### src/rtl/cmd_set_pkg.sv
package cmd_set_pkg;
  localparam int SLOT_W = 4;

  localparam int OFF_IRQ_EN  = 'h00;
  localparam int OFF_IRQ_ST  = 'h04;
  localparam int OFF_IRQ_CLR = 'h08;
  localparam int OFF_WAIT    = 'h10;
  localparam int OFF_CTRL    = 'h14;
  localparam int OFF_STATUS  = 'h18;
  localparam int OFF_CMD_EN  = 'h1C;
  localparam int CMD_BASE    = 'h30;
  localparam int CMD_STRIDE  = 20;

  localparam int CTRL_EN_BIT   = 16;
  localparam int CTRL_TRIG_BIT = 24;
  localparam int ST_ISS_BIT    = 8;
  localparam int ST_CMP_BIT    = 16;

  typedef struct packed {
    logic              clrStatus;
    logic              issueFire;
    logic [SLOT_W-1:0] slot;
    logic              setDone;
  } seqStrobe_t;
endpackage

### src/rtl/cmd_set_regfile.sv
module cmd_set_regfile
  import cmd_set_pkg::*;
#(
  parameter int NUM_CMDS = 16,
  parameter int DATA_W   = 32,
  parameter int ADDR_W   = 10
) (
  input  logic                clk,
  input  logic                rstN,
  input  logic                regWrEn,
  input  logic [ADDR_W-1:0]   regAddr,
  input  logic [DATA_W-1:0]   regWrData,
  output logic [DATA_W-1:0]   regRdData,
  input  seqStrobe_t          stb,
  input  logic                busy,
  input  logic                respValid,
  input  logic [SLOT_W-1:0]   respSlot,
  input  logic [DATA_W-1:0]   respData,
  output logic                startReq,
  output logic [NUM_CMDS-1:0] cmdEnMask,
  output logic [NUM_CMDS-1:0] waitMask,
  output logic [NUM_CMDS-1:0] issuedMask,
  output logic [NUM_CMDS-1:0] complMask,
  output logic                irqStatus,
  output logic                irq,
  output logic [DATA_W-1:0]   curMsgId,
  output logic [DATA_W-1:0]   curAddr,
  output logic [DATA_W-1:0]   curData
);
  localparam int CMD_END = CMD_BASE + CMD_STRIDE * NUM_CMDS;

  logic              irqEnR, ctrlEn, ctrlTrig;
  logic [DATA_W-1:0] msgIdR [NUM_CMDS];
  logic [DATA_W-1:0] addrR  [NUM_CMDS];
  logic [DATA_W-1:0] dataR  [NUM_CMDS];
  logic [DATA_W-1:0] respR  [NUM_CMDS];

  logic              isCmd;
  logic [ADDR_W-1:0] cmdOff;
  logic [SLOT_W-1:0] cmdIdx;
  logic [2:0]        cmdWord;
  logic              ctrlWr, ctrlAccept, respHit;

  always_comb begin
    isCmd   = (int'(regAddr) >= CMD_BASE) && (int'(regAddr) < CMD_END) && (regAddr[1:0] == 2'b00);
    cmdOff  = regAddr - ADDR_W'(CMD_BASE);
    cmdIdx  = SLOT_W'(cmdOff / ADDR_W'(CMD_STRIDE));
    cmdWord = 3'((cmdOff % ADDR_W'(CMD_STRIDE)) >> 2);
  end

  assign ctrlWr     = regWrEn && (regAddr == ADDR_W'(OFF_CTRL));
  assign ctrlAccept = regWrData[CTRL_EN_BIT] || !(regWrData[CTRL_TRIG_BIT] || ctrlTrig);
  assign startReq   = ctrlWr && ctrlAccept && regWrData[CTRL_TRIG_BIT] && !ctrlTrig && ctrlEn && !busy;
  assign respHit    = respValid && (int'(respSlot) < NUM_CMDS) && issuedMask[respSlot];

  always_ff @(posedge clk) begin
    if (!rstN) begin
      irqEnR <= 1'b0; ctrlEn <= 1'b0; ctrlTrig <= 1'b0; irqStatus <= 1'b0;
      waitMask <= '0; cmdEnMask <= '0; issuedMask <= '0; complMask <= '0;
      for (int i = 0; i < NUM_CMDS; i++) begin
        msgIdR[i] <= '0; addrR[i] <= '0; dataR[i] <= '0; respR[i] <= '0;
      end
    end else begin
      if (regWrEn) begin
        if (regAddr == ADDR_W'(OFF_IRQ_EN)) irqEnR <= regWrData[0];
        if (regAddr == ADDR_W'(OFF_WAIT))   waitMask <= regWrData[NUM_CMDS-1:0];
        if (regAddr == ADDR_W'(OFF_CMD_EN)) cmdEnMask <= regWrData[NUM_CMDS-1:0];
        if (ctrlWr && ctrlAccept) begin
          ctrlEn   <= regWrData[CTRL_EN_BIT];
          ctrlTrig <= regWrData[CTRL_TRIG_BIT];
        end
        if (isCmd) begin
          case (cmdWord)
            3'd0:    msgIdR[cmdIdx] <= regWrData;
            3'd1:    addrR[cmdIdx]  <= regWrData;
            3'd2:    dataR[cmdIdx]  <= regWrData;
            default: ;
          endcase
        end
      end
      if (stb.clrStatus) begin
        issuedMask <= '0;
        complMask  <= '0;
      end else begin
        if (stb.issueFire) issuedMask[stb.slot] <= 1'b1;
        if (respHit) begin
          complMask[respSlot] <= 1'b1;
          respR[respSlot]     <= respData;
        end
      end
      if (stb.setDone) irqStatus <= 1'b1;
      else if (regWrEn && regAddr == ADDR_W'(OFF_IRQ_CLR) && regWrData[0]) irqStatus <= 1'b0;
    end
  end

  assign irq      = irqStatus && irqEnR;
  assign curMsgId = msgIdR[stb.slot];
  assign curAddr  = addrR[stb.slot];
  assign curData  = dataR[stb.slot];

  always_comb begin
    regRdData = '0;
    if (isCmd) begin
      case (cmdWord)
        3'd0: regRdData = msgIdR[cmdIdx];
        3'd1: regRdData = addrR[cmdIdx];
        3'd2: regRdData = dataR[cmdIdx];
        3'd3: begin
          regRdData[ST_ISS_BIT] = issuedMask[cmdIdx];
          regRdData[ST_CMP_BIT] = complMask[cmdIdx];
        end
        default: regRdData = respR[cmdIdx];
      endcase
    end else begin
      case (int'(regAddr))
        OFF_IRQ_EN: regRdData[0] = irqEnR;
        OFF_IRQ_ST: regRdData[0] = irqStatus;
        OFF_WAIT:   regRdData[NUM_CMDS-1:0] = waitMask;
        OFF_CTRL: begin
          regRdData[CTRL_EN_BIT]   = ctrlEn;
          regRdData[CTRL_TRIG_BIT] = ctrlTrig;
        end
        OFF_STATUS: regRdData[0] = !busy;
        OFF_CMD_EN: regRdData[NUM_CMDS-1:0] = cmdEnMask;
        default: ;
      endcase
    end
  end
endmodule

### src/rtl/cmd_set_ctrl.sv
module cmd_set_ctrl
  import cmd_set_pkg::*;
#(
  parameter int NUM_CMDS = 16
) (
  input  logic                clk,
  input  logic                rstN,
  input  logic                startReq,
  input  logic [NUM_CMDS-1:0] cmdEnMask,
  input  logic [NUM_CMDS-1:0] waitMask,
  input  logic [NUM_CMDS-1:0] issuedMask,
  input  logic [NUM_CMDS-1:0] complMask,
  input  logic                reqReady,
  output logic                reqValid,
  output logic                busy,
  output seqStrobe_t          stb
);
  typedef enum logic {S_IDLE, S_RUN} seqState_t;
  seqState_t state;

  logic [NUM_CMDS-1:0] pending;
  logic [SLOT_W-1:0]   nextSlot;
  logic                waitOpen;

  assign pending  = cmdEnMask & ~issuedMask;
  assign waitOpen = |(waitMask & cmdEnMask & ~complMask);
  assign busy     = (state == S_RUN);
  assign reqValid = busy && |pending;

  always_comb begin
    nextSlot = '0;
    for (int i = NUM_CMDS - 1; i >= 0; i--) begin
      if (pending[i]) nextSlot = SLOT_W'(i);
    end
  end

  always_comb begin
    stb.clrStatus = (state == S_IDLE) && startReq;
    stb.issueFire = reqValid && reqReady;
    stb.slot      = nextSlot;
    stb.setDone   = busy && !(|pending) && !waitOpen;
  end

  always_ff @(posedge clk) begin
    if (!rstN) state <= S_IDLE;
    else if (stb.clrStatus) state <= S_RUN;
    else if (stb.setDone) state <= S_IDLE;
  end
endmodule

### src/rtl/cmd_set_seq.sv
module cmd_set_seq
  import cmd_set_pkg::*;
#(
  parameter int NUM_CMDS = 16,
  parameter int DATA_W   = 32,
  parameter int ADDR_W   = 10
) (
  input  logic              clk,
  input  logic              rstN,
  input  logic              regWrEn,
  input  logic [ADDR_W-1:0] regAddr,
  input  logic [DATA_W-1:0] regWrData,
  output logic [DATA_W-1:0] regRdData,
  output logic              reqValid,
  input  logic              reqReady,
  output logic [DATA_W-1:0] reqMsgId,
  output logic [DATA_W-1:0] reqAddr,
  output logic [DATA_W-1:0] reqData,
  input  logic              respValid,
  input  logic [SLOT_W-1:0] respSlot,
  input  logic [DATA_W-1:0] respData,
  output logic              irq
);
  seqStrobe_t          stb;
  logic                busy, startReq, irqStatus;
  logic [NUM_CMDS-1:0] cmdEnMask, waitMask, issuedMask, complMask;

  cmd_set_regfile #(.NUM_CMDS(NUM_CMDS), .DATA_W(DATA_W), .ADDR_W(ADDR_W)) u_regs (
    .clk(clk), .rstN(rstN), .regWrEn(regWrEn), .regAddr(regAddr), .regWrData(regWrData),
    .regRdData(regRdData), .stb(stb), .busy(busy), .respValid(respValid),
    .respSlot(respSlot), .respData(respData), .startReq(startReq), .cmdEnMask(cmdEnMask),
    .waitMask(waitMask), .issuedMask(issuedMask), .complMask(complMask),
    .irqStatus(irqStatus), .irq(irq), .curMsgId(reqMsgId), .curAddr(reqAddr), .curData(reqData)
  );

  cmd_set_ctrl #(.NUM_CMDS(NUM_CMDS)) u_ctrl (
    .clk(clk), .rstN(rstN), .startReq(startReq), .cmdEnMask(cmdEnMask), .waitMask(waitMask),
    .issuedMask(issuedMask), .complMask(complMask), .reqReady(reqReady),
    .reqValid(reqValid), .busy(busy), .stb(stb)
  );
endmodule

### config.mk
export PLATFORM = sky130hd
export DESIGN_NAME = cmd_set_seq
export DESIGN_NICKNAME = d
export VERILOG_FILES = /design/src/rtl/cmd_set_pkg.sv /design/src/rtl/cmd_set_regfile.sv /design/src/rtl/cmd_set_ctrl.sv /design/src/rtl/cmd_set_seq.sv
export SDC_FILE = /design/constraint.sdc
export NUM_CORES = 2
export LEC_CHECK = 0
export ABC_AREA = 1
export BUFFER_PORTS_ARGS = -buffer_cell sky130_fd_sc_hd__buf_2
export CAP_MARGIN = 25
export CELL_PAD_IN_SITES_DETAIL_PLACEMENT = 1
export CELL_PAD_IN_SITES_GLOBAL_PLACEMENT = 2
export CORE_ASPECT_RATIO = 1.1
export CORE_MARGIN = 5
export CORE_UTILIZATION = 40
export DETAILED_ROUTE_END_ITERATION = 8
export PLACE_DENSITY = 0.88
export SYNTH_ARGS = -nofsm -noshare
export SYNTH_HDL_FRONTEND = slang
export SYNTH_SLANG_ARGS = --single-unit
### constraint.sdc
create_clock -name clk -period 5.95 [get_ports clk]
set_input_delay 0.595 -clock clk [delete_from_list [all_inputs] [get_ports clk]]
set_output_delay 0.595 -clock clk [all_outputs]
set_load 0.05 [all_outputs]
==> run metrics <==
Die Y=~550 µm; FILL cells=~29000; post-synthesis compound-gate area fraction=a little under an eighth; clock power share=22.2%; # setup viols final=31; RSZ-0062 raised after global routing=true; largest net degree at the start of global routing=~120; synthesized net count=11700; number of vias per cell=roughly 6.3; fmax=163 MHz; CTS Buffer Depth=4; Clock Sinks=2117; dominant cell type by area after synthesis=edfxtp_1; layout overhead on the synthesized area=22.0%; die area=273000 µm²; vias in the first global route=101000; DRC=0; status=finished, violations left; Yosys top cell area share=around 59%; Post-synth ARST share=0%; layout cells sized above 1=between 10% and 20%; initial drt markers=about 15000; mux share of post-synthesis cell area=0%; Synth Flop Type=edfxtp_1; CP max FO=13; 1st-pass router iterations=6; setup ws final=-198 ps; failing checks=negative setup slack; routability cong.=roughly 0.93; Crit. End Element=output port; io pins=between 200 and 250; total CTS buffers=234; Slowest-stage cell, CP=nor2_4; hold crit path type=in -> reg; initial antenna violation count=35; Final Core Density=between 40% and 50%; # placed instances=approximately 15000; Worst Max-Slew Pin Slew=roughly 1300 ps; Port Buf Inserts=212; most used cell, CP=nand2_4; sequential power share=a little over a quarter; mapped cell area=105000 µm²; Max VDD drop=approximately 380 µV; Die W=around 500 µm; EDFF count, synth=approximately 2000; FP Rows=~200; Seq/Total Area, Yosys=59.9%; library cells used by synthesis=46; Switching Power=27500 µW; Synth Area in XOR/XNOR=less than 1%; leakage power=roughly 0.052 µW; clock skew after layout=between 30 and 40 ps; critical path class=in -> out; Int Pwr=around 37000 µW; Max-cap violations=0; vias after detailed routing=roughly 100000; Slew Limit Fails=0; logic gate share of total power=between 50% and 60%; CTS Root Cell=clkbuf_16; Placement Setup Slack=-853 ps; Mapped Avg Cell Area=around 9.0 µm²; Initial Utilization=40.1%; setup TNS=-4400 ps; crit path launch type=primary input; post-synthesis cell count=approximately 12000; Tcrit/Tclk final=103%; CTS tree=yes; final global-route overflow total=0; Routed WL per cell=roughly 33 µm; Synth Area in Adders=less than 1%; Final nets=around 12000; minimum clock period=6150 ps; post-route cell area=128000 µm²; DP Wirelength=317000 µm; simple-gate share of the synthesized area=~22%; final cell count without fillers=between 15000 and 20000; #FFs+latches synth=between 2000 and 2500; global-route wire length before repair=approximately 720000 µm; pwr/cell area=around 500 nW/µm²; total wire length=520000 µm; Max-Slew Margin vs Limit=between 10% and 20%; Synth area leaders=edfxtp_1 (59%), nor2_1 (12%), nand2_1 (7.8%); CP arrival=approximately 5600 ps; GRT Total Usage=between 30% and 40%; CP peak stage delay=approximately 210 ps; dpl cell area=between 100000 and 150000 µm²; main combinational cell family by area after synthesis=simple AND/OR/NAND/NOR gates; clk_lat worst skew=approximately 930 ps; remaining antenna violation count=0; Req. time, crit path=between 5000 and 6000 ps; CORE AREA=approximately 260000 µm²; htree depth=4; final hold violation count=0; Clk pin slew, worst setup/hold paths=approximately 60 ps; Yosys warning count=0; switching portion of total power=42.9%
-- synth_stat cells, types with 5 or more instances --
cell / number
nor2_1: 3489
nand2_2: 15
nand4_1: 69
nand3_2: 5
inv_2: 15
dfxtp_1: 69
nand3_1: 206
buf_2: 252
o21ai_1: 31
a2111o_1: 48
buf_6: 6
o21ai_0: 424
o221ai_1: 57
nor3_1: 13
buf_4: 29
edfxtp_1: 2048
nand2_4: 7
nor2_2: 5
clkinv_1: 8
or2_2: 15
clkbuf_1: 605
a22oi_1: 728
nand2_1: 2174
inv_1: 597
a21oi_1: 391
or4_1: 41
nand3b_1: 5
nor4_1: 5
buf_1: 49
o22ai_1: 187
-- cell usage in the layout, fill, tap and decap left out, types with 37 or more instances in the layout --
cell / count
buf_6: 49
nand3_1: 167
nor2_1: 3385
o21ai_1: 60
o221ai_1: 57
nand2_4: 43
nand4_1: 69
buf_4: 556
a2111o_1: 48
nor2_2: 56
or4_1: 41
nand2_2: 218
buf_2: 175
dfxtp_1: 69
buf_12: 309
edfxtp_1: 2048
o21ai_0: 386
a22oi_1: 718
nand2_1: 1928
clkbuf_1: 58
clkinv_1: 66
nor2_4: 56
buf_16: 37
o22ai_1: 185
inv_1: 559
clkbuf_16: 248
a21oi_1: 385
-- cell type report --
type	count	area (µm²)	share of cell area, %
timing repair buffer	1161	13600	10.6
clock buffer	293	6100	4.76
sequential	2117	62900	49.1
clock inverter	116	1000	0.784
tap	3482	4360	3.40
multi-input combinational	7944	37600	29.4
antenna	19	47.5	0.0371
inverter	621	2400	1.87
-- through the flow --
stage               hold WS [ps]  power, µW
floorplan                    450      29900
global placement             472      42900
detailed placement           486      43500
CTS                         2.95      61400
global route                28.2      65800
finish                      41.1      64100
-- cells by family after synthesis --
family	Yosys count
buffers and inverters	1562
DFF	2117
and+or+nand+nor	6053
xor gates and xnor gates	3
AOI/OAI and AO/OA	1882
adders and majority gates	4
-- power groups by stage --
stage	clock, µW	combinational [µW]	sequential, µW
finish	14200	32500	17400
global route	14900	33500	17400
CTS	14200	29800	17300
detailed placement	0	25900	17700
global placement	0	25300	17600
floorplan	0	12400	17500
-- per-layer routing --
layer  track usage (%)  vias to the layer above  wire length [µm]
met1              43.6                    50100            180000
met5                 0                        -               203
met2              57.4                     7326            234000
li1                  -                    40200                 -
met3              9.21                     2023             63300
met4              25.4                       28             42400
-- registers in the layout, summed over array words and instances, names as in the netlist --
signal / flops
u_regs.ctrlTrig: 1
u_regs.dataR: 512
u_regs.addrR: 512
u_regs.respR: 512
u_regs.waitMask: 16
u_regs.cmdEnMask: 16
u_ctrl.busy: 1
u_regs.ctrlEn: 1
u_regs.irqEnR: 1
u_regs.irqStatus: 1
u_regs.issuedMask: 16
u_regs.msgIdR: 512
u_regs.complMask: 16
-- critical path, delay by kind of cell --
kind,cells,cell delay [ps]
and+or+nand+nor,28,2580
AOI/OAI and AO/OA,1,150
buffers and inverters,19,2180
-- final timing paths --
path | startpoint | end | slack, ps | cells after the start
worst min-delay path | regWrData[14] | u_regs.cmdEnMask[14] | 40 | 3
worst max-delay path | regAddr[7] | regRdData[3] | -200 | 48
worst max register to register | u_regs.issuedMask[0] | u_regs.issuedMask[0] | 2830 | 14
worst min register to register | u_regs.waitMask[3] | u_regs.waitMask[3] | 490 | 2
-- what timing repair did --
action                                 in CTS  in global routing
resized for setup                         387                198
pin swaps                                 132                105
setup endpoints to repair                  32                 46
endpoints found under the hold margin       4                  0
hold buffers                                3                  0
cloned                                     28                 13
buffers inserted                           78                 42
Note: power is estimated with default switching activity, not from simulation.
